$ cat src/rtl/unpack_pkg.sv
package unpack_pkg;
  typedef enum logic [1:0] {
    SZ_LONG = 2'd0,
    SZ_WORD = 2'd1,
    SZ_BYTE = 2'd2,
    SZ_RSVD = 2'd3
  } port_size_e;
endpackage

$ cat src/rtl/unpack_order_latch.sv
module unpack_order_latch (
  input  logic clk_i,
  input  logic rst_ni,
  input  logic sel_i,
  output logic big_o,
  output logic armed_o
);
  logic armed_q, big_q;

  // sample the select pin once, on the first edge after reset release
  always_ff @(posedge clk_i or negedge rst_ni) begin
    if (!rst_ni) begin
      armed_q <= 1'b1;
      big_q   <= 1'b0;
    end else if (armed_q) begin
      armed_q <= 1'b0;
      big_q   <= sel_i;
    end
  end

  assign big_o   = big_q;
  assign armed_o = armed_q;
endmodule

$ cat src/rtl/unpack_piece_cnt.sv
module unpack_piece_cnt
  import unpack_pkg::*;
#(
  parameter int unsigned NUM_LANES = 4,
  localparam int unsigned CNT_W    = $clog2(NUM_LANES)
) (
  input  logic             clk_i,
  input  logic             rst_ni,
  input  logic             clr_i,
  input  port_size_e       size_i,
  input  logic             adv_i,
  output logic [CNT_W-1:0] cnt_o,
  output logic             last_o
);
  localparam logic [CNT_W-1:0] LAST_BYTE = CNT_W'(NUM_LANES - 1);
  localparam logic [CNT_W-1:0] LAST_WORD = CNT_W'(1);

  logic [CNT_W-1:0] cnt_q, last_cnt;

  always_comb begin
    case (size_i)
      SZ_WORD: last_cnt = LAST_WORD;
      SZ_BYTE: last_cnt = LAST_BYTE;
      default: last_cnt = '0;
    endcase
  end

  // >= keeps a size change mid-word from running past the end
  assign last_o = (cnt_q >= last_cnt);

  always_ff @(posedge clk_i or negedge rst_ni) begin
    if (!rst_ni)     cnt_q <= '0;
    else if (clr_i)  cnt_q <= '0;
    else if (adv_i)  cnt_q <= last_o ? '0 : cnt_q + 1'b1;
  end

  assign cnt_o = cnt_q;
endmodule

$ cat src/rtl/unpack_lane_sel.sv
module unpack_lane_sel
  import unpack_pkg::*;
#(
  parameter int unsigned LANE_W    = 9,
  parameter int unsigned NUM_LANES = 4,
  localparam int unsigned LONG_W   = LANE_W * NUM_LANES,
  localparam int unsigned HALF_W   = LONG_W / 2,
  localparam int unsigned CNT_W    = $clog2(NUM_LANES)
) (
  input  logic [LONG_W-1:0] lw_i,
  input  port_size_e        size_i,
  input  logic              big_i,
  input  logic [CNT_W-1:0]  cnt_i,
  output logic [LONG_W-1:0] data_o
);
  logic [LANE_W-1:0] lane [NUM_LANES];
  logic [HALF_W-1:0] half [2];

  for (genvar g = 0; g < NUM_LANES; g++) begin : g_lane
    assign lane[g] = lw_i[g*LANE_W +: LANE_W];
  end
  for (genvar h = 0; h < 2; h++) begin : g_half
    assign half[h] = lw_i[h*HALF_W +: HALF_W];
  end

  logic [CNT_W-1:0] lane_idx;
  logic             half_idx;

  assign lane_idx = big_i ? (CNT_W'(NUM_LANES - 1) - cnt_i) : cnt_i;
  assign half_idx = big_i ? ~cnt_i[0] : cnt_i[0];

  always_comb begin
    data_o = '0;
    case (size_i)
      SZ_WORD: data_o[HALF_W-1:0] = half[half_idx];
      SZ_BYTE: data_o[LANE_W-1:0] = lane[lane_idx];
      default: data_o = lw_i;
    endcase
  end
endmodule

$ cat src/rtl/bus_unpacker.sv
module bus_unpacker
  import unpack_pkg::*;
#(
  parameter int unsigned LANE_W    = 9,
  parameter int unsigned NUM_LANES = 4,
  localparam int unsigned LONG_W   = LANE_W * NUM_LANES,
  localparam int unsigned CNT_W    = $clog2(NUM_LANES)
) (
  input  logic              clk_i,
  input  logic              rst_ni,
  input  logic              part_rst_ni,
  input  logic              order_sel_i,
  input  logic [1:0]        size_i,
  input  logic [LONG_W-1:0] lw_i,
  input  logic              lw_valid_i,
  input  logic              rd_i,
  output logic [LONG_W-1:0] data_o,
  output logic              valid_o,
  output logic              pop_o
);
  port_size_e       size;
  logic             order_big_q, armed_q, last, adv;
  logic [CNT_W-1:0] cnt_q;

  assign size = port_size_e'(size_i);

  unpack_order_latch i_order (
    .clk_i   (clk_i),
    .rst_ni  (rst_ni),
    .sel_i   (order_sel_i),
    .big_o   (order_big_q),
    .armed_o (armed_q)
  );

  assign valid_o = lw_valid_i & ~armed_q & part_rst_ni;
  assign adv     = valid_o & rd_i;
  assign pop_o   = adv & last;

  unpack_piece_cnt #(.NUM_LANES(NUM_LANES)) i_cnt (
    .clk_i  (clk_i),
    .rst_ni (rst_ni),
    .clr_i  (~part_rst_ni),
    .size_i (size),
    .adv_i  (adv),
    .cnt_o  (cnt_q),
    .last_o (last)
  );

  unpack_lane_sel #(.LANE_W(LANE_W), .NUM_LANES(NUM_LANES)) i_sel (
    .lw_i   (lw_i),
    .size_i (size),
    .big_i  (order_big_q),
    .cnt_i  (cnt_q),
    .data_o (data_o)
  );
endmodule

$ cat config.mk
export PLATFORM = sky130hd
export DESIGN_NAME = bus_unpacker
export DESIGN_NICKNAME = d
export VERILOG_FILES = /design/src/rtl/unpack_pkg.sv /design/src/rtl/unpack_order_latch.sv /design/src/rtl/unpack_piece_cnt.sv /design/src/rtl/unpack_lane_sel.sv /design/src/rtl/bus_unpacker.sv
export SDC_FILE = /design/constraint.sdc
export NUM_CORES = 1
export LEC_CHECK = 0
export ABC_AREA = 1
export CORE_MARGIN = 3
export CORE_UTILIZATION = 30
export DETAILED_ROUTE_END_ITERATION = 10
export PLACE_DENSITY_LB_ADDON = 0.2
export SLEW_MARGIN = 10
export SYNTH_ARGS = -nofsm -noshare
export SYNTH_HDL_FRONTEND = slang
export SYNTH_SLANG_ARGS = --single-unit
$ cat constraint.sdc
create_clock -name clk_i -period 4.7 [get_ports clk_i]
set_clock_uncertainty 0.15 [all_clocks]
set_input_delay 0.94 -clock clk_i [delete_from_list [all_inputs] [get_ports clk_i]]
set_output_delay 0.94 -clock clk_i [all_outputs]
set_load 0.02 [all_outputs]
==> metrics.yaml, run 1 <==
setup_violations: 0
relSlewSlack_pct: 56.7
dr_wl_met2_um: 2280
intPower_mw: 0.313
num_vias: 1940
power_mw: 0.655
r2r-end: "i_cnt.cnt_o[1]"
numCtsBuffers: 3
fillerInstances: 498
io_pins: 82
root_buffer: "clkbuf_8"
hold_class: "flip-flop to flip-flop"
cpLargestDelayFamily: "buffers and inverters"
dpl.hpwl_um: 3640
grt_pass1_wl_um: 7800
avgSynthCellArea_um2: 4.98
areaGrowthSynthToFinish_pct: 60.7
cts-htree-levels: 1
tightestPinTransition_ps: 649
cts_tree: "yes"
drtPass1Iterations: 4
power_frac_seq_pct: 8.3
synth_top_area_share_pct: 21.5
regArea_um2: 101
crit_path_end: "pop_o"
multi_input_area_um2: 961
synth_cell_types: 26
synth_warnings: 0
grt_overflow: 0
post-route-util_pct: 51.6
netlist_area_um2: 1450
rsz0062_at_grt: "no"
syn-num-nets: 338
worstSetupStartpoint: "size_i[0]"
instances_no_fill: 419
cp_num_buf_inv: 5
insertion_delay_ps: 210
reg2regPathDepth: 7
tns_ps: 0
power_frac_clock_pct: 11.6
diodes: 0
fp.dieArea_um2: 5690
required_ps: 3610
status: "completed"
p_leak_nw: 1.34
ys_seq_area_share_pct: 7.01
grt_usage_pct: 16.9
path_cells: "clkdlybuf4s50_1 > inv_1 > ha_1 > inv_2 > ha_1 > inv_1 > nand2_1 > a21oi_1 > nor2_1 > clkdlybuf4s50_1"
path_class: "primary input to output pin"
end_kind: "output pin"
routed.top_layer: "met4"
post_route_cells_drive_above_1_share_pct: 7.08
wl_per_cell_um: 11.6
ys_ff_latch: 4
synth_cells: 290
power_density_nw_per_um2: 282
pre_cts_ws_ps: 378
clock_sinks: 4
max_freq_mhz: 232
cts-resized-gates: 0
gp_congestion: 0.809
slowest_delay_ps: 540
clk_path_buf_depth: 2
die_w_um: 75.4
cp_data_arrival_time_ps: 3210
portBuffers: 81
wl_met3_um: 364
path_max_fanout: 16
switching_share_pct: 52.2
synthTopCellsByArea: "nand3_1 21%, inv_1 21%, nand2_1 19%"
start_util_pct: 32.1
reg2reg_slack_ps: 3070
via_per_inst: 4.63
switching_power_mw: 0.342
peakVddDrop_uv: 238
combPwrFrac_pct: 80.1
antenna_found_initial: 0
grt_max_degree: 29
finalCriticalPeriod_ps: 4300
placed_cells: 415
path_clk_slew_ps: 30
critPathSlowestCell: "clkdlybuf4s50_1"
drt-met1-wl_um: 2180
hold_buffers: 0
hold_violations: 0
cp.depth: 10
routed_wl_um: 4850
reg2reg_from: "i_cnt.cnt_o[0]"
max_cap_viol_count: 0
core-area_um2: 4500
grt_pass1_vias: 1834
drt-initial-drc-count: 116
drtAntennaViolNets: 0
cts_setup_buffers: 0
timing.final.ws_setup_ps: 399
slew_violations: 0
rows: 24
min_period_over_period_pct: 91.5
fp.dieH_um: 75.4
startpoint_type: "primary input"
nets: 416
yosys.area.top_type: "nand3_1"
drc_errors: 0
state kept, by name, indices dropped and copies added, names as in the netlist:
register / count
i_cnt.cnt_o: 2
i_order.armed_o: 1
i_order.big_o: 1
synthesized netlist by cell type:
master and n:
buf_2 5, nor2_4 1, inv_1 79, nor3_1 1, nand3_1 62, a21oi_1 12
nor2_1 13, dfstp_2 1, buf_6 3, nand2_8 2, clkbuf_1 1, dfrtp_1 3
nand2_2 8, conb_1 1, inv_2 2, a21oi_2 1, nand2_4 1, buf_1 3
clkinv_2 1, ha_1 4, o21ai_0 10, xnor2_2 1, o211ai_1 1, nand2_1 72
nand3b_1 1, nand3_2 1
how the worst min path moves through the flow:
| stage | start | endpoint | slack (ps) | cells after the start |
|---|---|---|---|---|
| after floorplan | i_order.armed_o | i_order.big_o | 360 | 2 |
| after global placement | i_order.armed_o | i_order.big_o | 380 | 2 |
| after detailed placement | i_order.armed_o | i_order.big_o | 390 | 2 |
| after CTS | i_order.armed_o | i_order.big_o | 390 | 2 |
| after global routing | i_order.armed_o | i_order.big_o | 440 | 2 |
| final | i_order.armed_o | i_order.big_o | 380 | 2 |
cell families after synthesis:
kind of cell	after synthesis	share of synthesized area, %
adders and majority gates	4	3.46
and+or+nand+nor	162	52.9
DFF	4	7.01
xor gates and xnor gates	1	1.13
AOI/OAI and AO/OA	24	8.75
buffers and inverters	94	26.5
other	1	0.259
cell usage in the layout (no fill, tap or decap), drive strengths merged:
master / Yosys / final
nand2: 83 / 83
clkdlybuf4s50: 0 / 81
inv: 81 / 81
nand3: 63 / 63
nor2: 14 / 14
a21oi: 13 / 13
o21ai: 10 / 10
ha: 4 / 4
buf: 11 / 4
clkbuf: 1 / 4
dfrtp: 3 / 3
clkinv: 1 / 1
nand3b: 1 / 1
xnor2: 1 / 1
nor3: 1 / 1
o211ai: 1 / 1
dfstp: 1 / 1
conb: 1 / 1
per-stage QoR:
step                cell area (µm²)  hold WS (ps)
floorplan                      1450           355
global placement               2280           380
detailed placement             2280           386
CTS                            2320           390
global route                   2320           438
finish                         2320           381
routing by layer:
metal  vias up  global-route usage [%]
met2        68                    29.1
met1       843                    22.2
met5         -                       0
li1       1027                       -
met3         2                    1.45
met4         0                    5.24
area by class of cell:
type,count,area share (%)
Tap cell,52,2.80
Inverter,82,13.3
Multi-Input combinational cell,192,41.4
Sequential cell,4,4.36
Clock buffer,4,1.94
Timing Repair Buffer,85,36.2
power by group through the flow:
stage	combinational (mW)	clock [mW]	sequential [mW]
after floorplan	0.353	0	0.0518
after global placement	0.521	0	0.0547
after detailed placement	0.524	0	0.0552
after CTS	0.526	0.0774	0.0548
after global routing	0.579	0.0823	0.0559
final	0.525	0.0759	0.0544
worst min-delay path, stage by stage (launching register included):
cell	delay, ps
dfstp_2	370
nand2_1	50
o21ai_0	70
Note: power is estimated with default switching activity, not from simulation.
==> inputs of run 2 (changes only) <==
Settings changed: DONT_BUFFER_PORTS set to 1.
==> metrics.yaml, run 2 (synthesis gave the netlist of run 1 again) <==
grt_overflow: 0  # unchanged
status: "completed"
numCtsBuffers: 3  # unchanged
peakVddDrop_uv: 309  # +30%
p_leak_nw: 1.01  # -24%
required_ps: 3610  # about the same
via_per_inst: 4.95  # +6.8%
max_freq_mhz: 285  # +22%
slew_violations: 0  # unchanged
cts_tree: "yes"
finalCriticalPeriod_ps: 3510  # -787 ps
setup_violations: 0  # unchanged
insertion_delay_ps: 210  # about the same
fillerInstances: 537  # +7.8%
clk_path_buf_depth: 2  # unchanged
path_cells: "inv_1 > ha_1 > inv_2 > ha_1 > inv_1 > nand2_1 > a21oi_1 > nor2_1"
switching_share_pct: 60.4  # +8.2 points
power_mw: 0.536  # -18%
path_clk_slew_ps: 30  # about the same
final_common_cell: "inv_1"
layout_common_cells: "79 x inv_1, 72 x nand2_1, 62 x nand3_1, 13 x nor2_1, 12 x a21oi_1"
max_cap_viol_count: 0  # unchanged
drtAntennaViolNets: 0  # unchanged
intPower_mw: 0.212  # -32%
rsz0062_at_grt: "no"
combPwrFrac_pct: 75.8  # -4.3 points
root_buffer: "clkbuf_8"
drtPass1Iterations: 4  # unchanged
wl_per_cell_um: 13.6  # +18%
rows: 24  # unchanged
critPathSlowestCell: "inv_2"
cts-resized-gates: 0  # unchanged
tns_ps: 0  # unchanged
grt_pass1_wl_um: 6860  # -12%
nets: 332  # -20%
min_period_over_period_pct: 74.8  # -17 points
drt-initial-drc-count: 78  # -33%
grt_max_degree: 29  # unchanged
die_w_um: 75.4  # unchanged
post-route-util_pct: 33.1  # -19 points
cts-htree-levels: 1  # unchanged
hold_violations: 0  # unchanged
num_vias: 1657  # -15%
fp.dieH_um: 75.4  # unchanged
clock_sinks: 4  # unchanged
timing.final.ws_setup_ps: 1190  # +787 ps
post_route_cells_drive_above_1_share_pct: 8.13  # +1.0 points
cts_setup_buffers: 0  # unchanged
power_density_nw_per_um2: 360  # +28%
fin_area_um2: 1490  # -36%
dpl.hpwl_um: 3330  # -8.6%
tightestPinTransition_ps: 775  # +126 ps
io_pins: 82  # unchanged
cp_data_arrival_time_ps: 2420  # -790 ps
relSlewSlack_pct: 47.9  # -8.8 points
fp.dieArea_um2: 5690  # unchanged
hold_class: "primary input to asynchronous set/reset pin"
areaGrowthSynthToFinish_pct: 3.03
power_frac_seq_pct: 10.2  # +1.9 points
diodes: 0  # unchanged
hold_buffers: 0  # unchanged
routed_wl_um: 4560  # -6.0%
start_util_pct: 32.1  # unchanged
drc_errors: 0  # unchanged
grt_pass1_vias: 1438  # -22%
path_max_fanout: 28  # +12
slowest_delay_ps: 380  # -160 ps
startpoint_type: "primary input"
pre_cts_ws_ps: 1170  # +788 ps
path_class: "primary input to output pin"
gp_congestion: 0.852  # +5.3%
place_area_um2: 1440  # -37%
power_frac_clock_pct: 14.0  # +2.4 points
grt_usage_pct: 15.4  # -1.5 points
switching_power_mw: 0.324  # -5.4%
antenna_found_initial: 0  # unchanged
core-area_um2: 4500  # unchanged
largest_reg_flops: 2  # unchanged
portBuffers: 0  # -100%
end_kind: "output pin"
==> run 2: worst paths after layout <==
path | start | slack [ps] | end | cells past startpoint
hold reg to reg | i_order.armed_o | 390 | i_order.big_o | 2
hold / removal | rst_ni | 270 | i_cnt.cnt_o[1] | 0
setup reg to reg | i_cnt.cnt_o[0] | 3060 | i_cnt.cnt_o[0] | 7
max in group asynchronous | rst_ni | 3960 | i_order.armed_o | 0
setup / recovery | size_i[0] | 1190 | pop_o | 8
min in group clk_i | i_order.armed_o | 390 | i_order.big_o | 2
==> run 2: critical path, delay by kind of cell <==
family / cells / cell delay [ps]
compound gates: 1 / 200
buf+inv: 3 / 450
fa+ha+maj: 2 / 630
simple gates: 2 / 200
==> run 2: through the flow <==
step	hold slack, ps	instances
finish	271	335
global route	260	335
CTS	267	335
detailed placement	384	331
global placement	370	331
floorplan	355	290
==> run 2: final cells by class <==
type                       instances  area (µm²)  share of cell area [%]
clock buffer                       4        45.0                    3.03
inverter                          82         309                    20.8
multi-input combinational        192         961                    64.5
sequential                         4         101                    6.81
tap                               52        65.1                    4.37
timing repair buffer               1        7.51                   0.504
==> run 2: power groups by stage <==
stage	clock [mW]	combinational [mW]	sequential (mW)
global placement	0	0.409	0.0548
detailed placement	0	0.409	0.0552
finish	0.0751	0.406	0.0545
CTS	0.0769	0.411	0.0548
global route	0.0807	0.460	0.0560
floorplan	0	0.353	0.0518
==> run 2: metal layers <==
layer  wire (µm)  GRT usage, %  vias up
met5           0             0        -
met2        2140          25.8       76
met1        2050          21.2      719
li1            -             -      858
met4          36          3.88        0
met3         336          1.45        4
==> inputs of run 3 (changes only) <==
Clock period 4.7 ns to 3.4 ns, I/O delays scaled along.
==> metrics.yaml, run 3 (synthesis gave the netlist of run 1 again) <==
status: "completed"
die_w_um: 75.4  # unchanged
tightestPinTransition_ps: 695  # -80.1 ps
setup_violations: 0  # unchanged
num_vias: 1676  # +1.1%
pre_cts_ws_ps: 685  # -481 ps
hold_ws_ps: 10.3  # -261 ps
final_common_cell: "inv_1"
hold_class: "primary input to asynchronous set/reset pin"
relSlewSlack_pct: 53.7  # +5.7 points
largest_reg_flops: 2  # unchanged
required_ps: 2570  # -1040 ps
grt_max_degree: 29  # unchanged
fp.dieH_um: 75.4  # unchanged
startpoint_type: "primary input"
tns_ps: 0  # unchanged
place_area_um2: 1540  # +6.8%
cp_data_arrival_time_ps: 1920  # -500 ps
critPathSlowestCell: "ha_1"
peakVddDrop_uv: 340  # +10%
insertion_delay_ps: 220  # about the same
grt_pass1_wl_um: 7280  # +6.1%
nets: 346  # +4.2%
timing.final.ws_setup_ps: 653  # -533 ps
routed_wl_um: 4510  # -1.0%
root_buffer: "clkbuf_8"
r2r-end: "i_cnt.cnt_o[1]"
max_cap_viol_count: 0  # unchanged
wl_per_cell_um: 12.9  # -5.0%
core-area_um2: 4500  # unchanged
cts-htree-levels: 1  # unchanged
drt-initial-drc-count: 72  # -7.7%
cpLargestDelayFamily: "adder cells"
path_class: "primary input to output pin"
start_util_pct: 32.1  # unchanged
diodes: 0  # unchanged
clk_path_buf_depth: 2  # unchanged
power_density_nw_per_um2: 484  # +34%
via_per_inst: 4.80  # -2.9%
path_max_fanout: 17  # -39%
io_pins: 82  # unchanged
antenna_found_initial: 0  # unchanged
layout_common_cells: "79 x inv_1, 72 x nand2_1, 62 x nand3_1, 14 x buf_4, 13 x nor2_1"
grt_pass1_vias: 1607  # +12%
clock_sinks: 4  # unchanged
placed_cells: 344  # +3.9%
slew_violations: 0  # unchanged
cts_tree: "yes"
slowest_delay_ps: 590  # +210 ps
hold_violations: 0  # unchanged
gp_congestion: 0.845  # -0.85%
cp_num_buf_inv: 3  # unchanged
min_period_over_period_pct: 80.8
grt_usage_pct: 16.2  # +0.76 points
reg2regPathDepth: 7  # unchanged
drc_errors: 0  # unchanged
instances_no_fill: 349  # +4.2%
portBuffers: 0  # unchanged
max_freq_mhz: 364
fin_area_um2: 1600  # +7.2%
reg2reg_slack_ps: 1770  # -1290 ps
finalCriticalPeriod_ps: 2750
path_clk_slew_ps: 30  # about the same
reg2reg_from: "i_cnt.cnt_o[0]"
grt_overflow: 0  # unchanged
fp.dieArea_um2: 5690  # unchanged
dpl.hpwl_um: 3400  # +2.1%
numCtsBuffers: 3  # unchanged
crit_top_cell: "inv_1"
rows: 24  # unchanged
path_cells: "inv_1 > ha_1 > nand3_1 > nand2_1 > inv_1 > a21oi_1 > buf_4"
end_kind: "output pin"
rsz0062_at_grt: "no"
post_route_cells_drive_above_1_share_pct: 12.1  # +4.0 points
drtAntennaViolNets: 0  # unchanged
drtPass1Iterations: 4  # unchanged
p_leak_nw: 1.08  # +6.8%
areaGrowthSynthToFinish_pct: 10.5
-- run 3: cell count changes in the layout (fill, tap and decap cells not counted), sizes merged --
cell	previous run	this run
buf	1	14
dlygate4sd3	0	1
-- run 3: final cells by class --
cell class / instances / area [µm²]
multi-input combinational: 192 / 961
tap: 52 / 65.1
timing repair buffer: 15 / 115
sequential: 4 / 101
clock buffer: 4 / 45.0
fill: 544 / 2910
inverter: 82 / 309
-- run 3: timing repair --
item | CTS | global route
buffers inserted | 0 | 0
hold buffers | 1 | 0
resized for setup | 0 | 0
endpoints found under the hold margin | 2 | 0
-- run 3: how the worst max path moves through the flow --
stage                        startpoint   endpoint  cells past startpoint
after floorplan               size_i[0]      pop_o                      9
after global placement        size_i[1]  data_o[1]                      7
after detailed placement      size_i[1]  data_o[1]                      7
after CTS                 i_order.big_o  data_o[1]                      9
after global routing      i_order.big_o  data_o[1]                      9
final                         size_i[1]  data_o[1]                      7
-- run 3: power by group --
group          switching [mW]  internal, mW  total (mW)
combinational           0.408         0.182       0.590
clock                  0.0274        0.0803       0.108
sequential             0.0161        0.0586      0.0748
total                   0.452         0.321       0.773
-- run 3: metal layers --
layer  part of all wire [%]  track usage (%)  up-vias
li1                       -                -      887
met1                     45             22.1      718
met2                     47             27.7       69
met3                    7.1             1.19        2
met4                   0.47             3.69        0
met5                      0                0        -
-- run 3: through the flow --
stage	utilization [%]	power, mW
global placement	34.2	0.664
finish	35.4	0.773
detailed placement	34.2	0.669
floorplan	-	0.559
CTS	35.4	0.779
global route	35.4	0.862
